[src/rtl/bist_tpg_pkg.sv]
`timescale 1ns/1ps
package bist_tpg_pkg;

    localparam int unsigned TPG_MIN_W = 4;
    localparam int unsigned TPG_MAX_W = 16;

    typedef enum logic [1:0] {
        TPG_COUNT  = 2'd0,
        TPG_FULL   = 2'd1,
        TPG_PRAND  = 2'd2,
        TPG_WEIGHT = 2'd3
    } tpg_mode_e;

    typedef enum logic [1:0] {
        WGT_HALF    = 2'd0,
        WGT_QUARTER = 2'd1,
        WGT_THREEQ  = 2'd2,
        WGT_INVERT  = 2'd3
    } wgt_code_e;

    typedef struct packed {
        logic load;
        logic advance;
    } tpg_step_t;

    // Feedback mask (bit k set means stage k is tapped) of a maximal-length
    // shift register for each supported width; the top stage is always tapped.
    function automatic logic [TPG_MAX_W-1:0] tpg_tap_mask(input int unsigned w);
        case (w)
            4:       return 16'h000C;
            5:       return 16'h0014;
            6:       return 16'h0030;
            7:       return 16'h0060;
            8:       return 16'h00B8;
            9:       return 16'h0110;
            10:      return 16'h0240;
            11:      return 16'h0500;
            12:      return 16'h0829;
            13:      return 16'h100D;
            14:      return 16'h2015;
            15:      return 16'h6000;
            default: return 16'hD008;
        endcase
    endfunction

    function automatic logic tpg_is_random(input tpg_mode_e m);
        return (m == TPG_PRAND) || (m == TPG_WEIGHT);
    endfunction

endpackage

[src/rtl/tpg_run_ctrl.sv]
`timescale 1ns/1ps
module tpg_run_ctrl
    import bist_tpg_pkg::*;
#(
    parameter int unsigned CNT_W = 16
) (
    input  logic             clk,
    input  logic             rst,
    input  logic             start,
    input  logic [CNT_W-1:0] pat_count,
    output tpg_step_t        step,
    output logic             busy,
    output logic             done
);
    localparam logic [CNT_W-1:0] CNT_ONE = CNT_W'(1);

    logic [CNT_W-1:0] remaining;

    assign step.load    = start & ~busy;
    assign step.advance = busy;

    always_ff @(posedge clk) begin
        if (rst) begin
            busy      <= 1'b0;
            done      <= 1'b0;
            remaining <= '0;
        end else begin
            done <= 1'b0;
            if (step.load) begin
                if (pat_count == '0) begin
                    done <= 1'b1;
                end else begin
                    busy      <= 1'b1;
                    remaining <= pat_count;
                end
            end else if (busy) begin
                remaining <= remaining - CNT_ONE;
                if (remaining == CNT_ONE) begin
                    busy <= 1'b0;
                    done <= 1'b1;
                end
            end
        end
    end

    assert_busy_has_work_R2: assert property (@(posedge clk) disable iff (rst)
        busy |-> (remaining != '0));

    assert_done_single_R3: assert property (@(posedge clk) disable iff (rst)
        (done && !(step.load && pat_count == '0)) |=> !done);

    assert_done_no_valid_R3: assert property (@(posedge clk) disable iff (rst)
        done |-> !busy);

    assert_end_gives_done_R3: assert property (@(posedge clk) disable iff (rst)
        $fell(busy) |-> done);

endmodule

[src/rtl/tpg_state_core.sv]
`timescale 1ns/1ps
module tpg_state_core
    import bist_tpg_pkg::*;
#(
    parameter int unsigned WIDTH = 8
) (
    input  logic             clk,
    input  logic             rst,
    input  tpg_step_t        step,
    input  tpg_mode_e        mode_in,
    input  logic [WIDTH-1:0] seed,
    output tpg_mode_e        cur_mode,
    output logic [WIDTH-1:0] state
);
    localparam logic [TPG_MAX_W-1:0] MASK_FULL = tpg_tap_mask(WIDTH);
    localparam logic [WIDTH-1:0]     TAPS      = MASK_FULL[WIDTH-1:0];
    localparam logic [WIDTH-1:0]     SAFE_SEED = WIDTH'(1);
    localparam logic [WIDTH-1:0]     ONE       = WIDTH'(1);

    logic             fb_lin;
    logic             low_zero;
    logic [WIDTH-1:0] nxt;
    logic [WIDTH-1:0] load_val;

    assign fb_lin   = ^(state & TAPS);
    assign low_zero = (state[WIDTH-2:0] == '0);

    always_comb begin
        case (cur_mode)
            TPG_COUNT: nxt = state + ONE;
            TPG_FULL:  nxt = {state[WIDTH-2:0], fb_lin ^ low_zero};
            default:   nxt = {state[WIDTH-2:0], fb_lin};
        endcase
    end

    assign load_val = (tpg_is_random(mode_in) && seed == '0) ? SAFE_SEED : seed;

    always_ff @(posedge clk) begin
        if (rst) begin
            state    <= '0;
            cur_mode <= TPG_COUNT;
        end else if (step.load) begin
            state    <= load_val;
            cur_mode <= mode_in;
        end else if (step.advance) begin
            state    <= nxt;
        end
    end

    assert_no_lockup_R6: assert property (@(posedge clk) disable iff (rst)
        tpg_is_random(cur_mode) |-> (state != '0));

    assert_zero_seed_swap_R7: assert property (@(posedge clk) disable iff (rst)
        (step.load && tpg_is_random(mode_in) && seed == '0) |=> (state == ONE));

    assert_full_leaves_zero_R5: assert property (@(posedge clk) disable iff (rst)
        (step.advance && cur_mode == TPG_FULL && state == '0) |=> (state == ONE));

    assert_steps_exclusive_R2: assert property (@(posedge clk) disable iff (rst)
        !(step.load && step.advance));

endmodule

[src/rtl/tpg_weight_shaper.sv]
`timescale 1ns/1ps
module tpg_weight_shaper
    import bist_tpg_pkg::*;
#(
    parameter int unsigned WIDTH = 8
) (
    input  logic [WIDTH-1:0]   state,
    input  logic [2*WIDTH-1:0] weights,
    input  logic               enable,
    output logic [WIDTH-1:0]   pattern
);
    for (genvar i = 0; i < WIDTH; i++) begin : g_bit
        localparam int unsigned J = (i + 1) % WIDTH;
        wgt_code_e code;
        logic      shaped;

        assign code = wgt_code_e'(weights[2*i +: 2]);

        always_comb begin
            case (code)
                WGT_QUARTER: shaped = state[i] & state[J];
                WGT_THREEQ:  shaped = state[i] | state[J];
                WGT_INVERT:  shaped = ~state[i];
                default:     shaped = state[i];
            endcase
        end

        assign pattern[i] = enable ? shaped : state[i];
    end

endmodule

[src/rtl/bist_tpg_gen.sv]
`timescale 1ns/1ps
module bist_tpg_gen
    import bist_tpg_pkg::*;
#(
    parameter int unsigned WIDTH = 8,
    parameter int unsigned CNT_W = 16
) (
    input  logic               clk,
    input  logic               rst,
    input  logic               start,
    input  logic [1:0]         mode,
    input  logic [WIDTH-1:0]   seed,
    input  logic [2*WIDTH-1:0] weight_sel,
    input  logic [CNT_W-1:0]   pat_count,
    output logic [WIDTH-1:0]   pattern,
    output logic               pattern_valid,
    output logic               done
);
    localparam logic [WIDTH-1:0] ONE = WIDTH'(1);

    tpg_step_t          step;
    logic               busy;
    tpg_mode_e          cur_mode;
    logic [WIDTH-1:0]   state;
    logic [2*WIDTH-1:0] wgt_q;

    tpg_run_ctrl #(.CNT_W(CNT_W)) ctrl_i (
        .clk       (clk),
        .rst       (rst),
        .start     (start),
        .pat_count (pat_count),
        .step      (step),
        .busy      (busy),
        .done      (done)
    );

    tpg_state_core #(.WIDTH(WIDTH)) core_i (
        .clk      (clk),
        .rst      (rst),
        .step     (step),
        .mode_in  (tpg_mode_e'(mode)),
        .seed     (seed),
        .cur_mode (cur_mode),
        .state    (state)
    );

    always_ff @(posedge clk) begin
        if (rst) begin
            wgt_q <= '0;
        end else if (step.load) begin
            wgt_q <= weight_sel;
        end
    end

    tpg_weight_shaper #(.WIDTH(WIDTH)) shaper_i (
        .state   (state),
        .weights (wgt_q),
        .enable  (cur_mode == TPG_WEIGHT),
        .pattern (pattern)
    );

    assign pattern_valid = busy;

    assert_count_step_R4: assert property (@(posedge clk) disable iff (rst)
        (pattern_valid && $past(pattern_valid) && cur_mode == TPG_COUNT)
            |-> (pattern == $past(pattern) + ONE));

    for (genvar i = 0; i < WIDTH; i++) begin : g_wchk
        assert_wgt_quarter_R8: assert property (@(posedge clk) disable iff (rst)
            (pattern_valid && cur_mode == TPG_WEIGHT &&
             wgt_q[2*i +: 2] == WGT_QUARTER && pattern[i]) |-> state[i]);

        assert_wgt_threeq_R8: assert property (@(posedge clk) disable iff (rst)
            (pattern_valid && cur_mode == TPG_WEIGHT &&
             wgt_q[2*i +: 2] == WGT_THREEQ && state[i]) |-> pattern[i]);

        assert_wgt_invert_R8: assert property (@(posedge clk) disable iff (rst)
            (pattern_valid && cur_mode == TPG_WEIGHT &&
             wgt_q[2*i +: 2] == WGT_INVERT) |-> (pattern[i] != state[i]));
    end

endmodule

[config.mk]
export PLATFORM = sky130hd
export DESIGN_NAME = bist_tpg_gen
export DESIGN_NICKNAME = d
export VERILOG_FILES = /design/src/rtl/bist_tpg_pkg.sv /design/src/rtl/tpg_run_ctrl.sv /design/src/rtl/tpg_state_core.sv /design/src/rtl/tpg_weight_shaper.sv /design/src/rtl/bist_tpg_gen.sv
export SDC_FILE = /design/constraint.sdc
export NUM_CORES = 1
export LEC_CHECK = 0
export ABC_AREA = 0
export BUFFER_PORTS_ARGS = -buffer_cell sky130_fd_sc_hd__clkbuf_2
export CORE_MARGIN = 5
export CORE_UTILIZATION = 45
export CTS_BUF_LIST = sky130_fd_sc_hd__clkbuf_8
export DETAILED_ROUTE_END_ITERATION = 16
export GPL_TIMING_DRIVEN = 0
export HOLD_SLACK_MARGIN = 0.05
export PLACE_DENSITY = 0.67
export SKIP_LAST_GASP = 1
export SYNTH_ARGS = -nofsm -noshare
export SYNTH_HDL_FRONTEND = slang
export SYNTH_HIERARCHICAL = 1
export SYNTH_SLANG_ARGS = --single-unit
[constraint.sdc]
create_clock -name clk -period 4.1 [get_ports clk]
set_clock_uncertainty 0.15 [all_clocks]
set_input_delay 0.82 -clock clk [delete_from_list [all_inputs] [get_ports clk]]
set_output_delay 0.82 -clock clk [all_outputs]
set_load 0.1 [all_outputs]
==> reports/results.txt <==
Initial Utilization: 45.9%
share of cells above drive strength 1: 25.1%
r2r setup slk: 1790 ps
TritonCTS buffer count: 5
residual DRC count: 0
Peak VDD IR: 0.000201 V
Hold Buf Count CTS: 0
Power Density: 352 mW/mm²
CTS tree: built
Worst Tran Pin Value: 824 ps
port bufs: 53
r2r worst-path depth: 7
vias in the first global route: 2,624
CP Max Fanout: 10
Final period util: 73.9%
n_diodes: 0
IO Pins: 55
Primary FF master, synth: dfxtp_1
Vias per Instance: 5.87
warnings from Yosys: 6
largest net degree at the start of global routing: 15
first-pass GRT wire length: 12.6 mm
hpwl dp: 5.60 mm
root buf cell: clkbuf_8
Highest Clock Rate: 330 MHz
Hold Path Depth: 2
Clock Tree Buf Depth: 2
Leakage: 0.00133 µW
die area: 0.00815 mm²
row count: 29
Crit. End Element: output port
kind of critical path: reg2out
First DRT Iteration DRCs: 95
outcome: complete, no violations
slew margin rel.: 44.6%
Worst R2R Start: ctrl_i/busy
TritonCTS Sinks: 44
final setup fails: 0
hold_ws: 352 ps
Final Max Tran Viols: 0
number of antenna violations at the first check in global routing: 0
Critical Path Source Type: flop
Synth cell types: 70
Detailed Routing Iterations Pass 1: 4
FF-to-FF End: core_i/state[0]
Core ar.: 0.00631 mm²
drt wl/cell: 15.7 µm
Area Growth Syn to Fin: 15.8%
critical path arrival: 2060 ps
commonest non-fill, non-tap cell in the layout: clkbuf_2
unrepaired setup endpoints after global routing: no
hold_sp: ctrl_i/remaining[12]
Avg Inst Size Synth: 8.61 µm²
worst-skew pair later-pin latency: 300 ps
most frequent cells in the layout: clkbuf_2 (53), dfxtp_1 (44), nand2_1 (30), nor2_1 (25), mux2i_1 (20)
WL final: 7.46 mm
Die W: 90.3 µm
Detail Route Antenna Nets: 0
final hold vios: 0
Cell Area, Synth: 0.00290 mm²
Setup TNS Final: 0 ps
Worst Hold End: ctrl_i/remaining[12]
Critical Path RT: 3130 ps
DR vias: 2,789
Syn Nets: 388
post-CTS setup buffer count: 0
Clk pin slew, worst setup/hold paths: 90 ps
Post-CTS Resized: 0
Post-synth EDFFs: 0
GP Congestion: 0.884
GRT Residual Overflow: 0
Die H: 90.3 µm
min Tclk post-route: 3030 ps
CTS H-tree depth: 2
Yosys reg bits: 44
cells after synthesis: 337
Max Cap Viol: 0
sequential-to-total area share from yosys stat: 30.4%
Final #Nets: 448
worst hold path class: reg2reg
total track usage: 18.5%
Synth async-reset ratio: 0%
-- layout make-up --
class	instances	area (µm²)
Clock buffer	6	82.6
Tap cell	77	96.3
Buffer	24	181
Multi-Input combinational cell	252	1770
Fill cell	640	2950
Inverter	17	63.8
Sequential cell	44	881
Clock inverter	2	15.0
Timing Repair Buffer	53	265
-- cells by family (layout without fill, tap and decap cells) --
| family | after synthesis | count (layout) | synth area share [%] |
|---|---|---|---|
| multiplexers | 21 | 21 | 7.29 |
| XOR/XNOR | 6 | 6 | 1.81 |
| buffers and inverters | 41 | 102 | 8.46 |
| AND/OR/NAND/NOR | 122 | 122 | 22.8 |
| adder cells (fa/ha/maj) | 6 | 6 | 2.59 |
| AO/OA/AOI/OAI | 97 | 97 | 26.7 |
| flip-flops | 44 | 44 | 30.4 |
-- Yosys cell counts (3+ instances only) --
master / instances / area, µm²
a221oi_1: 4 / 35.0
a21oi_1: 11 / 55.1
ha_1: 6 / 75.1
inv_1: 15 / 56.3
mux2i_1: 20 / 200
o211ai_1: 8 / 60.1
a211oi_2: 3 / 37.5
dfxtp_1: 44 / 881
nor3_1: 8 / 40.0
clkbuf_8: 3 / 41.3
nand3_1: 12 / 60.1
a31oi_1: 7 / 43.8
nand2_1: 30 / 113
a41oi_1: 3 / 26.3
o21ai_1: 6 / 30.0
nand4_1: 4 / 25.0
a221oi_2: 5 / 75.1
nor2_1: 25 / 93.8
o31ai_1: 3 / 22.5
o22ai_1: 3 / 18.8
nor2b_1: 9 / 56.3
a211oi_1: 3 / 22.5
buf_6: 4 / 45.0
nor4_2: 3 / 37.5
clkbuf_1: 7 / 26.3
buf_2: 6 / 30.0
or3_1: 3 / 18.8
o21ai_0: 18 / 90.1
and3_1: 3 / 18.8
or4_4: 3 / 33.8
xnor2_1: 4 / 35.0
nand2b_1: 3 / 18.8
nor4_1: 6 / 37.5
-- critical path, cell delays in order (launching register included) --
cell and delay [ps]:
dfxtp_1 440, and2_1 170, buf_4 160, buf_6 150
o211ai_1 80, o21ai_0 240, clkbuf_2 510
-- flip-flops by register name, summed over array words and instances, names as in the netlist --
| name | count |
|---|---|
| ctrl_i/remaining | 16 |
| wgt_q | 16 |
| core_i/state | 8 |
| core_i/cur_mode | 2 |
| ctrl_i/busy | 1 |
| ctrl_i/done | 1 |
-- how the worst max path moves through the flow --
stage | depth (start not counted) | from | to
after floorplan | 5 | core_i/cur_mode[1] | pattern[7]
after detailed placement | 8 | start | core_i/state[0]
after CTS | 6 | core_i/cur_mode[1] | pattern[7]
after global routing | 6 | core_i/cur_mode[1] | pattern[7]
after global placement | 8 | start | core_i/state[0]
final | 6 | core_i/cur_mode[1] | pattern[7]
-- report_power, final --
part	internal, µW	switching [µW]
sequential	464	50.5
clock	137	160
combinational	141	231
-- metal layers --
metal	up-vias	GRT usage [%]	routed length (µm)
li1	1389	-	-
met1	1293	23.8	3400
met2	93	31.2	3520
met3	14	3.75	415
met4	0	5.71	121
met5	-	0	0
-- through the flow --
step	setup slack, ps	std cells	utilization (%)	cell area (µm²)	power, µW
6_report	1070	475	53.2	3360	1180
3_3_place_gp	1240	467	51.7	3260	886
4_1_cts	1060	475	53.2	3360	1200
2_1_floorplan	205	337	-	2900	799
3_5_place_dp	1240	467	51.7	3260	893
5_1_grt	936	475	53.2	3360	1260
Power figures use the tool's default switching activity.
